`config.mk`:
```
export PLATFORM = sky130hd
export DESIGN_NAME = stick_cmp_timer
export DESIGN_NICKNAME = d
export VERILOG_FILES = /design/src/rtl/stc_pkg.sv /design/src/rtl/stc_counter.sv /design/src/rtl/stc_compare.sv /design/src/rtl/stc_pending.sv /design/src/rtl/stick_cmp_timer.sv
export SDC_FILE = /design/constraint.sdc
export NUM_CORES = 1
export LEC_CHECK = 0
export CELL_PAD_IN_SITES_DETAIL_PLACEMENT = 2
export CELL_PAD_IN_SITES_GLOBAL_PLACEMENT = 2
export CORE_ASPECT_RATIO = 0.5
export CORE_UTILIZATION = 35
export CTS_CLUSTER_DIAMETER = 100
export DETAILED_ROUTE_END_ITERATION = 10
export GPL_TIMING_DRIVEN = 0
export HOLD_SLACK_MARGIN = 0.02
export MAX_ROUTING_LAYER = met4
export PLACE_DENSITY_LB_ADDON = 0.05
export REMOVE_ABC_BUFFERS = 1
export SYNTH_ARGS = -nofsm -noshare
export SYNTH_HDL_FRONTEND = slang
export SYNTH_HIERARCHICAL = 1
export SYNTH_SLANG_ARGS = --single-unit
```
`constraint.sdc`:
```
create_clock -name clk -period 3.6 [get_ports clk]
set_input_delay 0.36 -clock clk [delete_from_list [all_inputs] [get_ports clk]]
set_output_delay 0.36 -clock clk [all_outputs]
set_load 0.01 [all_outputs]
```
`src/rtl/stc_pkg.sv`:
```
package stc_pkg;
    localparam int CNT_W = 63;
    localparam int REG_W = CNT_W + 1;
    localparam int SEL_W = 2;
    localparam int NUM_CMP = 2;
    localparam int SV_IDX = 0;
    localparam int HV_IDX = 1;

    typedef logic [CNT_W-1:0] count_t;
    typedef logic [REG_W-1:0] word_t;

    typedef enum logic [SEL_W-1:0] {
        SEL_COUNT   = 2'd0,
        SEL_SV_CMP  = 2'd1,
        SEL_HV_CMP  = 2'd2,
        SEL_HV_PEND = 2'd3
    } reg_sel_e;

    typedef struct packed {
        logic   off;
        count_t value;
    } cmp_reg_t;

    localparam cmp_reg_t CMP_RESET = '{off: 1'b1, value: '0};

    function automatic word_t widen_count(count_t c);
        return {1'b0, c};
    endfunction

    function automatic reg_sel_e cmp_sel(int idx);
        return (idx == SV_IDX) ? SEL_SV_CMP : SEL_HV_CMP;
    endfunction
endpackage

```
`src/rtl/stc_counter.sv`:
```
module stc_counter
    import stc_pkg::*;
(
    input  logic   clk,
    input  logic   rst,
    input  logic   tick_en,
    input  logic   load,
    input  count_t load_val,
    output count_t count,
    output count_t count_inc,
    output logic   step
);
    count_t count_q;

    assign count_inc = count_q + count_t'(1);
    assign step      = tick_en & ~load;
    assign count     = count_q;

    always_ff @(posedge clk) begin
        if (rst) begin
            count_q <= '0;
        end else if (load) begin
            count_q <= load_val;
        end else if (tick_en) begin
            count_q <= count_inc;
        end
    end
endmodule

```
`src/rtl/stc_compare.sv`:
```
module stc_compare
    import stc_pkg::*;
(
    input  logic     clk,
    input  logic     rst,
    input  logic     wr,
    input  word_t    wr_data,
    input  logic     step,
    input  count_t   count_inc,
    input  logic     allow,
    output cmp_reg_t cfg,
    output logic     hit
);
    cmp_reg_t cfg_q;
    logic     hit_q;
    logic     arrive;

    assign arrive = step & ~cfg_q.off & (count_inc == cfg_q.value);

    always_ff @(posedge clk) begin
        if (rst) begin
            cfg_q <= CMP_RESET;
            hit_q <= 1'b0;
        end else begin
            if (wr) begin
                cfg_q <= cmp_reg_t'(wr_data);
            end
            hit_q <= arrive & allow;
        end
    end

    assign cfg = cfg_q;
    assign hit = hit_q;
endmodule

```
`src/rtl/stc_pending.sv`:
```
module stc_pending (
    input  logic clk,
    input  logic rst,
    input  logic set,
    input  logic wr,
    input  logic wr_bit,
    output logic pend
);
    logic pend_q;

    always_ff @(posedge clk) begin
        if (rst) begin
            pend_q <= 1'b0;
        end else if (set) begin
            pend_q <= 1'b1;
        end else if (wr) begin
            pend_q <= wr_bit;
        end
    end

    assign pend = pend_q;
endmodule

```
`src/rtl/stick_cmp_timer.sv`:
```
module stick_cmp_timer
    import stc_pkg::*;
(
    input  logic        clk,
    input  logic        rst,
    input  logic        tick_en,
    input  logic        halted,
    input  logic        wr_en,
    input  logic [1:0]  wr_sel,
    input  logic [63:0] wr_data,
    input  logic [1:0]  rd_sel,
    output logic [63:0] rd_data,
    output logic        sv_set_req,
    output logic        hv_irq
);
    reg_sel_e wsel;
    reg_sel_e rsel;
    count_t   count_q;
    count_t   count_inc;
    logic     step;
    logic     pend_q;
    cmp_reg_t cmp_cfg [NUM_CMP];
    logic     cmp_hit [NUM_CMP];

    assign wsel = reg_sel_e'(wr_sel);
    assign rsel = reg_sel_e'(rd_sel);

    stc_counter u_count (
        .clk       (clk),
        .rst       (rst),
        .tick_en   (tick_en),
        .load      (wr_en && wsel == SEL_COUNT),
        .load_val  (count_t'(wr_data[CNT_W-1:0])),
        .count     (count_q),
        .count_inc (count_inc),
        .step      (step)
    );

    for (genvar i = 0; i < NUM_CMP; i++) begin : g_cmp
        logic allow_i;
        if (i == HV_IDX) begin : g_hv_gate
            assign allow_i = ~halted;
        end else begin : g_open
            assign allow_i = 1'b1;
        end
        stc_compare u_cmp (
            .clk       (clk),
            .rst       (rst),
            .wr        (wr_en && wsel == cmp_sel(i)),
            .wr_data   (word_t'(wr_data)),
            .step      (step),
            .count_inc (count_inc),
            .allow     (allow_i),
            .cfg       (cmp_cfg[i]),
            .hit       (cmp_hit[i])
        );
    end

    stc_pending u_pend (
        .clk    (clk),
        .rst    (rst),
        .set    (cmp_hit[HV_IDX]),
        .wr     (wr_en && wsel == SEL_HV_PEND),
        .wr_bit (wr_data[0]),
        .pend   (pend_q)
    );

    always_comb begin
        unique case (rsel)
            SEL_COUNT:   rd_data = widen_count(count_q);
            SEL_SV_CMP:  rd_data = cmp_cfg[SV_IDX];
            SEL_HV_CMP:  rd_data = cmp_cfg[HV_IDX];
            SEL_HV_PEND: rd_data = {{(REG_W-1){1'b0}}, pend_q};
            default:     rd_data = '0;
        endcase
    end

    assign sv_set_req = cmp_hit[SV_IDX];
    assign hv_irq     = pend_q;
endmodule

```
## Yosys cells after proc, flatten, opt, wreduce, memory -nomap -nowiden

Cells that the tools add are included.

| word-level totals | value |
|---|---|
| input bits | 73 |
| output and inout port bits | 66 |
| flip-flop bits (word level) | 194 |

| cells by class | value |
|---|---|
| equal/unequal tests | 8 |
| add/sub/neg operators | 1 |
| reduce and logical (&&, ||, !) cells | 8 |
| bitwise gates (word level) | 10 |
| mux-type cells | 5 |

Operator list:

| kind | number |
|---|---|
| 64-bit one-hot mux with 4 select lines | 1 |
| 63-bit equality test | 2 |
| 63-bit 2-to-1 mux | 2 |
| 63-bit by 1-bit adder with 63-bit output (second input constant) | 1 |
| 2-bit equality test (second input constant) | 4 |
| 1-bit AND | 6 |
| 2-bit by 1-bit equality test with 1-bit output (second input constant) | 2 |
| 1-bit logical AND | 4 |
| 2-bit zero test | 2 |
| 1-bit NOT | 4 |
| 2-bit nonzero test | 2 |
| 1-bit 2-to-1 mux | 2 |

## Longest topological paths before layout

Gate-level depths: netlist of the first run.

| logic depth | value |
|---|---|
| depth after elaboration | 7 |
| gate-level depth with buffers | 13 |
| gate-level depth less buffers | 11 |

## Hierarchy

Netlist of the first run, hierarchy kept.

Modules (own cells, without submodules):

| module | area an instance (sq um) | seq. area each (sq um) | cells each | instances |
|---|---|---|---|---|
| stc_compare | 2,962.8 | 1,301.2 | 293 | 2 |
| stc_counter | 5,103.6 | 1,261.2 | 691 | 1 |
| stick_cmp_timer | 1,406.3 | 0.0 | 156 | 1 |
| stc_pending | 38.8 | 20.0 | 4 | 1 |

## Worst setup path before layout of the first run

Ideal clock, no wire load.

| timing path | value |
|---|---|
| path kind | reg2reg |
| start | register u_count.count_q[4] (netlist: u_count/count[4]) |
| end | register g_cmp[0].u_cmp.hit_q |
| required time | 3.527 ns |
| clock period less this slack | 2.853 ns |
| path buffers | 2 |
| path slack | 0.747 ns |
| arrival | 2.780 ns |
| stages on the path, launching flop included | 13 |
| cell sequence | dfxtp_1 buf_2 nand3_1 buf_2 nor2_1 nand4_1 or3_1 xnor2_1 xnor2_1 nand4_1 nor4_1 nand4_1 nor3_2 |

| between the ends | value |
|---|---|
| cells in the longest elaborated chain, start to end | 3 |

Ends and longest elaborated chain:

| item | RTL line | RTL |
|---|---|---|
| from (decl) | stc_counter.sv:13 | `count_t count_q;` |
| from (signal assigned) | stc_counter.sv:23 | `count_q <= load_val;` |
| from (signal assigned) | stc_counter.sv:25 | `count_q <= count_inc;` |
| 63-bit by 1-bit adder with 63-bit output | stc_counter.sv:15 | `assign count_inc = count_q + count_t'(1);` |
| net count_inc[52] | stick_cmp_timer.sv:19 | `count_t count_inc;` |
| 63-bit equality test | stc_compare.sv:18 | `assign arrive = step & ~cfg_q.off & (count_inc == cfg_q.value);` |
| 1-bit AND | stc_compare.sv:18 |  |
| to (signal assigned) | stc_compare.sv:28 | `hit_q <= arrive & allow;` |
| to (decl) | stc_compare.sv:15 | `logic hit_q;` |

The timed path passes the listed nets, and every way through them passes these cells.
A chain may end at the register's enable or synchronous reset.

## Final worst setup path of the first run

| timing path | value |
|---|---|
| start | register u_count.count_q[20] (netlist: u_count/count[20]) |
| end | register g_cmp[1].u_cmp.hit_q |

| between the ends | value |
|---|---|
| cells in the longest elaborated chain, start to end | 4 |

Ends and longest elaborated chain:

| item | RTL line |
|---|---|
| 63-bit by 1-bit adder with 63-bit output | stc_counter.sv:15 |
| net count_inc[35] | stick_cmp_timer.sv:19 |
| 63-bit equality test | stc_compare.sv:18 |
| 1-bit AND | stc_compare.sv:18 |
| 1-bit AND | stc_compare.sv:28 |
| to (signal assigned) | stc_compare.sv:28 |
| to (decl) | stc_compare.sv:15 |

The timed path passes the listed nets, and every way through them passes these cells.

==> flow_summary.json, run 1 <==
{
  "wl_um": 61710,
  "synthCells": 1437,
  "path_common_cell": "nand4_1",
  "syn_area_mm2": 0.01247,
  "max-slew-margin-rel_pct": 8.187,
  "vdd_ir_drop_max_mv": 0.2161,
  "power_leakage_nw": 5.567,
  "setup_viol": 2,
  "area_growth_pct": 29.37,
  "ys.flop_type": "dfxtp_1",
  "grt_use_total_pct": 33.67,
  "worstPathMaxFanout": 9,
  "path_cells": "and3_2 -> nand3_4 -> or4_4 -> buf_6 -> nor2_2 -> xor2_1 -> xnor2_1 -> nand4_1 -> nor4_4 -> nand4_1 -> nor3_2",
  "fin_ws_ns": -0.09167,
  "drive_above_1_share_pct": 16.18,
  "m1WireLength_um": 29120,
  "row_count": 48,
  "via_per_inst": 5.904,
  "vias": 12287,
  "dpl.cell_count": 1959,
  "fin_area_mm2": 0.01614,
  "status": "finished with violations",
  "wl_per_cell_um": 29.65,
  "fp.dieArea_mm2": 0.03645,
  "start_util_pct": 35.87,
  "fin_nets": 1662,
  "highest_layer": "met4",
  "dr_wl_met3_um": 3626,
  "yosysTopAreaCell": "dfxtp_1",
  "globalplace.congestion": 0.8941,
  "violations": "setup timing",
  "synthTopCellsByArea": "dfxtp_1 31%, mux2i_1 16%, xnor2_1 12%",
  "endpoint_kind": "flop",
  "io_pins": 139,
  "numCtsBuffers": 17,
  "firstDrtPassIters": 5,
  "clk_pin_slew_worst_paths_ns": 0.09,
  "cp_data_required_time_ns": 3.98,
  "critPathBufInv": 1,
  "die_y_um": 135.5,
  "seq_area_frac_synth_pct": 31.13,
  "placedInstanceArea_mm2": 0.01423,
  "cts_hold_buf": 0,
  "critPathSlowestCell": "or4_4",
  "period_share_pct": 102.5,
  "met2_length_um": 28030,
  "fin_crit_ns": 3.692,
  "clock_skew_ns": 0.01876,
  "ant_nets": 0,
  "hold_viol_final": 0,
  "worst_pin_slew_ns": 1.367,
  "powerDensity_mw_per_mm2": 340.7,
  "grt_first_pass_wirelength_um": 86390,
  "gr-total-overflow": 0,
  "mostFrequentLayoutCell": "nor2_1",
  "core_mm2": 0.03477,
  "crit_family": "simple AND/OR/NAND/NOR gates",
  "drtIter0Drc": 964,
  "slew_viol_final": 0,
  "setup.worst_path.start_class": "flop",
  "min_path_type": "input pin to flop",
  "yosys_warnings": 6,
  "cts_root_buffer": "clkbuf_16",
  "synthArstFlopShare_pct": 0,
  "synth.distinct_cells": 67,
  "cts.path.max_buffers": 2,
  "syn_avg_cell_area_um2": 8.681,
  "die_x_um": 269.0,
  "maxCapViolCount": 0,
  "netlist.area_leader.share_pct": 31.13,
  "cp.arrival_ns": 4.07,
  "io_buffers": 138,
  "fmax_ghz": 0.2709,
  "rsz0062_at_grt": "true",
  "grt_max_degree": 103,
  "antenna_found_initial": 4,
  "synth-seq-cells": 194,
  "dpl.hpwl_um": 43150,
  "mostFrequentLayoutCells": "206 x nor2_1, 195 x mux2i_1, 164 x xnor2_1",
  "grt_pass1_vias": 12976,
  "clk_latency_ns": 0.47,
  "post-route-drc-count": 0,
  "stdcell_count": 2081,
  "cpPeakStageDelay_ns": 0.67,
  "h-tree-depth": 4,
  "critical_path_class": "flop to flop",
  "cts_tree": "yes",
  "clock-sinks": 194,
  "synth-edff-count": 0
}
## final timing paths
check	startpoint	end	slack, ns	depth (start not counted)
min reg2reg	g_cmp[1].u_cmp/hit	u_pend/pend	0.46	2
max	u_count/count[20]	g_cmp[1].u_cmp/hit	-0.09	11
max reg2reg	u_count/count[20]	g_cmp[1].u_cmp/hit	-0.09	11
min	rst	g_cmp[1].u_cmp/cfg[0]	0.30	2
## routing by layer
| layer | vias to the layer above | GRT usage [%] |
|---|---|---|
| met3 | 61 | 7.888 |
| met2 | 318 | 51.82 |
| met4 | 0 | 7.386 |
| met1 | 6406 | 44.68 |
| met5 | - | - |
| li1 | 5502 | - |
## flip-flops by register name, summed over array words and instances, names as in the netlist
signal	cells
g_cmp.u_cmp/cfg	128
u_count/count	63
g_cmp.u_cmp/hit	2
u_pend/pend	1
## cells by family after synthesis
kind of cell	synth area share, %
buf+inv	4.955
other cells	0.03006
simple gates	22.71
flops	31.13
fa+ha+maj	0.1003
compound gates	10.01
mux	15.83
xor+xnor	15.24
## synthesized netlist by cell type, types with 7 or more instances
cell and count:
a21oi_1 13, nor3_1 27, dfxtp_1 194, nand4_1 85
or4_1 7, nor2_1 214, mux2i_1 195, buf_4 14
xnor2_1 167, inv_1 15, a311oi_1 12, nand2_1 59
clkbuf_1 39, or3_1 16, a211oi_1 23, and4_1 13
o21ai_0 9, and3_1 19, buf_1 21, nand3_1 39
nor4_1 32, xor2_1 50, o2bb2ai_1 63, buf_2 25
## repair_timing
action	4_1_cts	5_1_grt
setup endpoints to repair	13	2
resized for setup	133	37
pin swaps	33	33
buffers inserted	50	35
## area by class of cell
type	count	area (µm²)
repair buffers	239	2359
clock buffers	19	442.9
flip-flops and latches	194	4004
multi-input cells	1121	8522
inverters	15	58.81
diodes	5	12.51
clock inverters	13	145.1
fillers	3688	18640
well taps	475	594.3
## where the power goes
part | switching, mW | total (mW) | leakage, nW | internal [mW]
logic | 0.615 | 1.07 | 3.68 | 0.456
registers | 0.166 | 2.40 | 1.61 | 2.23
clock network | 1.08 | 2.03 | 0.278 | 0.952
total | 1.86 | 5.50 | 5.57 | 3.64
## per-stage QoR
step	worst slack [ns]	total power [mW]	hold WS (ns)	TNS [ns]	util, %
5_1_grt	-0.1436	5.657	0.3232	-0.2273	46.41
3_5_place_dp	-2.293	3.409	0.4417	-17.05	40.92
3_3_place_gp	-10.84	3.382	0.4279	-1626.04	39.94
2_1_floorplan	-2.969	2.873	0.4048	-217.07	-
4_1_cts	-0.01757	5.471	0.3274	-0.01872	45.12
6_report	-0.09167	5.498	0.3046	-0.1126	46.41
No activity file was read; power rests on OpenSTA's default activity.
==> inputs of run 2 (changes only) <==
--- a/config.mk
+++ b/config.mk
@@ -10,11 +10,13 @@
 export CORE_ASPECT_RATIO = 0.5
 export CORE_UTILIZATION = 35
 export CTS_CLUSTER_DIAMETER = 100
+export CTS_CLUSTER_SIZE = 30
 export DETAILED_ROUTE_END_ITERATION = 10
 export GPL_TIMING_DRIVEN = 0
 export HOLD_SLACK_MARGIN = 0.02
 export MAX_ROUTING_LAYER = met4
 export PLACE_DENSITY_LB_ADDON = 0.05
+export RECOVER_POWER = 100
 export REMOVE_ABC_BUFFERS = 1
 export SYNTH_ARGS = -nofsm -noshare
 export SYNTH_HDL_FRONTEND = slang
==> run 2 against run 1 <==
The run ends with capacitance limit, slew limit, setup timing left. Clock-buffer cell count did not move. Setup slack improved by 0.00087 ns. Power fell by 0.14%. Die area did not move. Critical endpoint unchanged. Largest power group unchanged.
==> flow_summary.json, run 2 (same netlist as run 1, synthesis figures left out) <==
{
  "area_growth_pct": 28.87,
  "p_int_mw": 3.635,
  "core_mm2": 0.03477,
  "h-tree-depth": 4,
  "drive_above_1_share_pct": 15.80,
  "fmax_ghz": 0.2709,
  "slew_viol_final": 91,
  "clk_latency_ns": 0.47,
  "hold_viol_final": 0,
  "path_common_cell": "nand4_1",
  "rsz0062_at_grt": "true",
  "grt_pass1_vias": 12976,
  "dpl.hpwl_um": 43150,
  "setup.worst_path.start_class": "flop",
  "fin_nets": 1662,
  "seqPwrFrac_pct": 43.6,
  "dp_slack_ns": -2.293,
  "min_path_type": "input pin to flop",
  "maxCapViolCount": 3,
  "row_count": 48,
  "io_pins": 139,
  "grt_use_total_pct": 33.67,
  "power_leakage_nw": 5.555,
  "critical_path_class": "flop to flop",
  "multi_input_area_mm2": 0.008506,
  "grt_max_degree": 103,
  "grt_first_pass_wirelength_um": 86390,
  "worst_hold_path.num_cells": 2,
  "worst_pin_slew_ns": 2.340,
  "path_cells": "and3_2 -> nand3_4 -> or4_4 -> nor2_2 -> xor2_1 -> xnor2_1 -> nand4_1 -> nor4_4 -> nand4_1 -> nor3_2",
  "firstDrtPassIters": 5,
  "clock_skew_ns": 0.01944,
  "cts_root_buffer": "clkbuf_16",
  "largest_reg_flops": 128,
  "start_util_pct": 35.87,
  "wl_um": 61670,
  "cts.path.max_buffers": 2,
  "fin_crit_ns": 3.691,
  "p_sw_share_pct": 33.80,
  "antenna_found_initial": 5,
  "comb_power_share_pct": 19.5,
  "via_per_inst": 5.896,
  "vdd_ir_drop_max_mv": 0.2155,
  "status": "finished with violations",
  "wl_per_cell_um": 29.60,
  "cts_hold_buf": 0,
  "post-route-drc-count": 0,
  "period_share_pct": 102.5,
  "timing.rr.start": "u_count/count[20]",
  "numCtsBuffers": 17,
  "cp.arrival_ns": 4.07,
  "clkPwrFrac_pct": 36.9,
  "cpPeakStageDelay_ns": 0.67,
  "fin_ws_ns": -0.09080,
  "powerDensity_mw_per_mm2": 341.5,
  "fp.dieArea_mm2": 0.03645,
  "fillers": 3696,
  "violations": "capacitance limit, slew limit, setup timing",
  "clock-sinks": 194,
  "drtIter0Drc": 918,
  "worstRegToRegCells": 10,
  "mostFrequentLayoutCell": "nor2_1",
  "vias": 12282,
  "max-slew-margin-rel_pct": -55.99,
  "critPathSlowestCell": "or4_4",
  "p_switching_mw": 1.856,
  "worstPathMaxFanout": 9,
  "io_buffers": 138,
  "die_x_um": 269.0,
  "globalplace.congestion": 0.8941,
  "mostFrequentLayoutCells": "207 x nor2_1, 195 x mux2i_1, 164 x xnor2_1",
  "endpoint_kind": "flop",
  "placedInstanceArea_mm2": 0.01423,
  "timing.rr.end": "g_cmp[1].u_cmp/hit",
  "cts_tree": "yes",
  "r2r_slack_ns": -0.09,
  "setup_viol": 1,
  "seqCellArea_mm2": 0.004004,
  "gr-total-overflow": 0,
  "hp-start": "rst",
  "hold_end": "g_cmp[1].u_cmp/cfg[0]",
  "fin_area_mm2": 0.01608,
  "ant_nets": 0,
  "clk_pin_slew_worst_paths_ns": 0.09,
  "die_y_um": 135.5,
  "cp_data_required_time_ns": 3.98
}
run 2: changes by cell type in the layout (fill, tap and decap cells not counted), moves of 2 or more:
cell / previous run / this run
clkdlybuf4s50_1: 134 / 130
dlygate4sd3_1: 0 / 4
buf_12: 8 / 6
clkbuf_1: 1 / 3
clkbuf_2: 0 / 2
diode_2: 5 / 7
run 2: worst max-delay path by stage:
stage | endpoint | slack, ns | from | cells after the start
final | g_cmp[1].u_cmp/hit | -0.09 | u_count/count[20] | 10
after global routing | g_cmp[1].u_cmp/hit | -0.15 | u_count/count[5] | 11
after CTS | g_cmp[1].u_cmp/hit | -0.02 | u_count/count[10] | 12
after detailed placement | g_cmp[1].u_cmp/hit | -2.29 | u_count/count[0] | 11
after global placement | u_count/count[55] | -10.84 | wr_en | 6
after floorplan | u_count/count[61] | -2.97 | wr_sel[1] | 5
run 2: final cells by class:
type	instances	area share (%)
multi-input cells	1121	52.91
repair buffers	239	14.37
well taps	475	3.697
flip-flops and latches	194	24.91
clock buffers	19	2.755
diodes	7	0.1090
clock inverters	13	0.9029
inverters	15	0.3502
run 2: per-layer routing:
| layer | track usage (%) | part of all wire [%] | vias up |
|---|---|---|---|
| met2 | 51.82 | 45 | 308 |
| li1 | - | - | 5524 |
| met1 | 44.68 | 47 | 6383 |
| met4 | 7.386 | 1.6 | 0 |
| met5 | - | 0 | - |
| met3 | 7.888 | 5.5 | 67 |
run 2: critical path, delay by kind of cell (launching register included):
kind	cells	cell delay [ns]
and+or+nand+nor	8	2.67
xor gates and xnor gates	2	0.46
DFF	1	0.44
run 2: what timing repair did:
item,in CTS,in global routing
setup buffers,50,35
pin swaps,33,33
resized for setup,133,37
setup endpoints to repair,13,2
run 2: power groups by stage:
stage               Sequential (mW)  Combinational, mW  Clock [mW]
finish                         2.39               1.07        2.03
global route                   2.41               1.12        2.13
CTS                            2.39               1.02        2.06
detailed placement             2.44              0.967           0
global placement               2.43              0.949           0
floorplan                      2.38              0.492           0
run 2: through the flow:
step / power (mW) / std cells / utilization [%] / TNS, ns / hold slack (ns)
floorplan: 2.873 / 1330 / - / -217.07 / 0.4048
global placement: 3.382 / 1943 / 39.94 / -1626.04 / 0.4279
detailed placement: 3.409 / 1959 / 40.92 / -17.05 / 0.4417
CTS: 5.471 / 2041 / 45.12 / -0.01872 / 0.3274
global route: 5.654 / 2082 / 46.22 / -0.3055 / 0.3233
finish: 5.491 / 2083 / 46.23 / -0.09080 / 0.3009
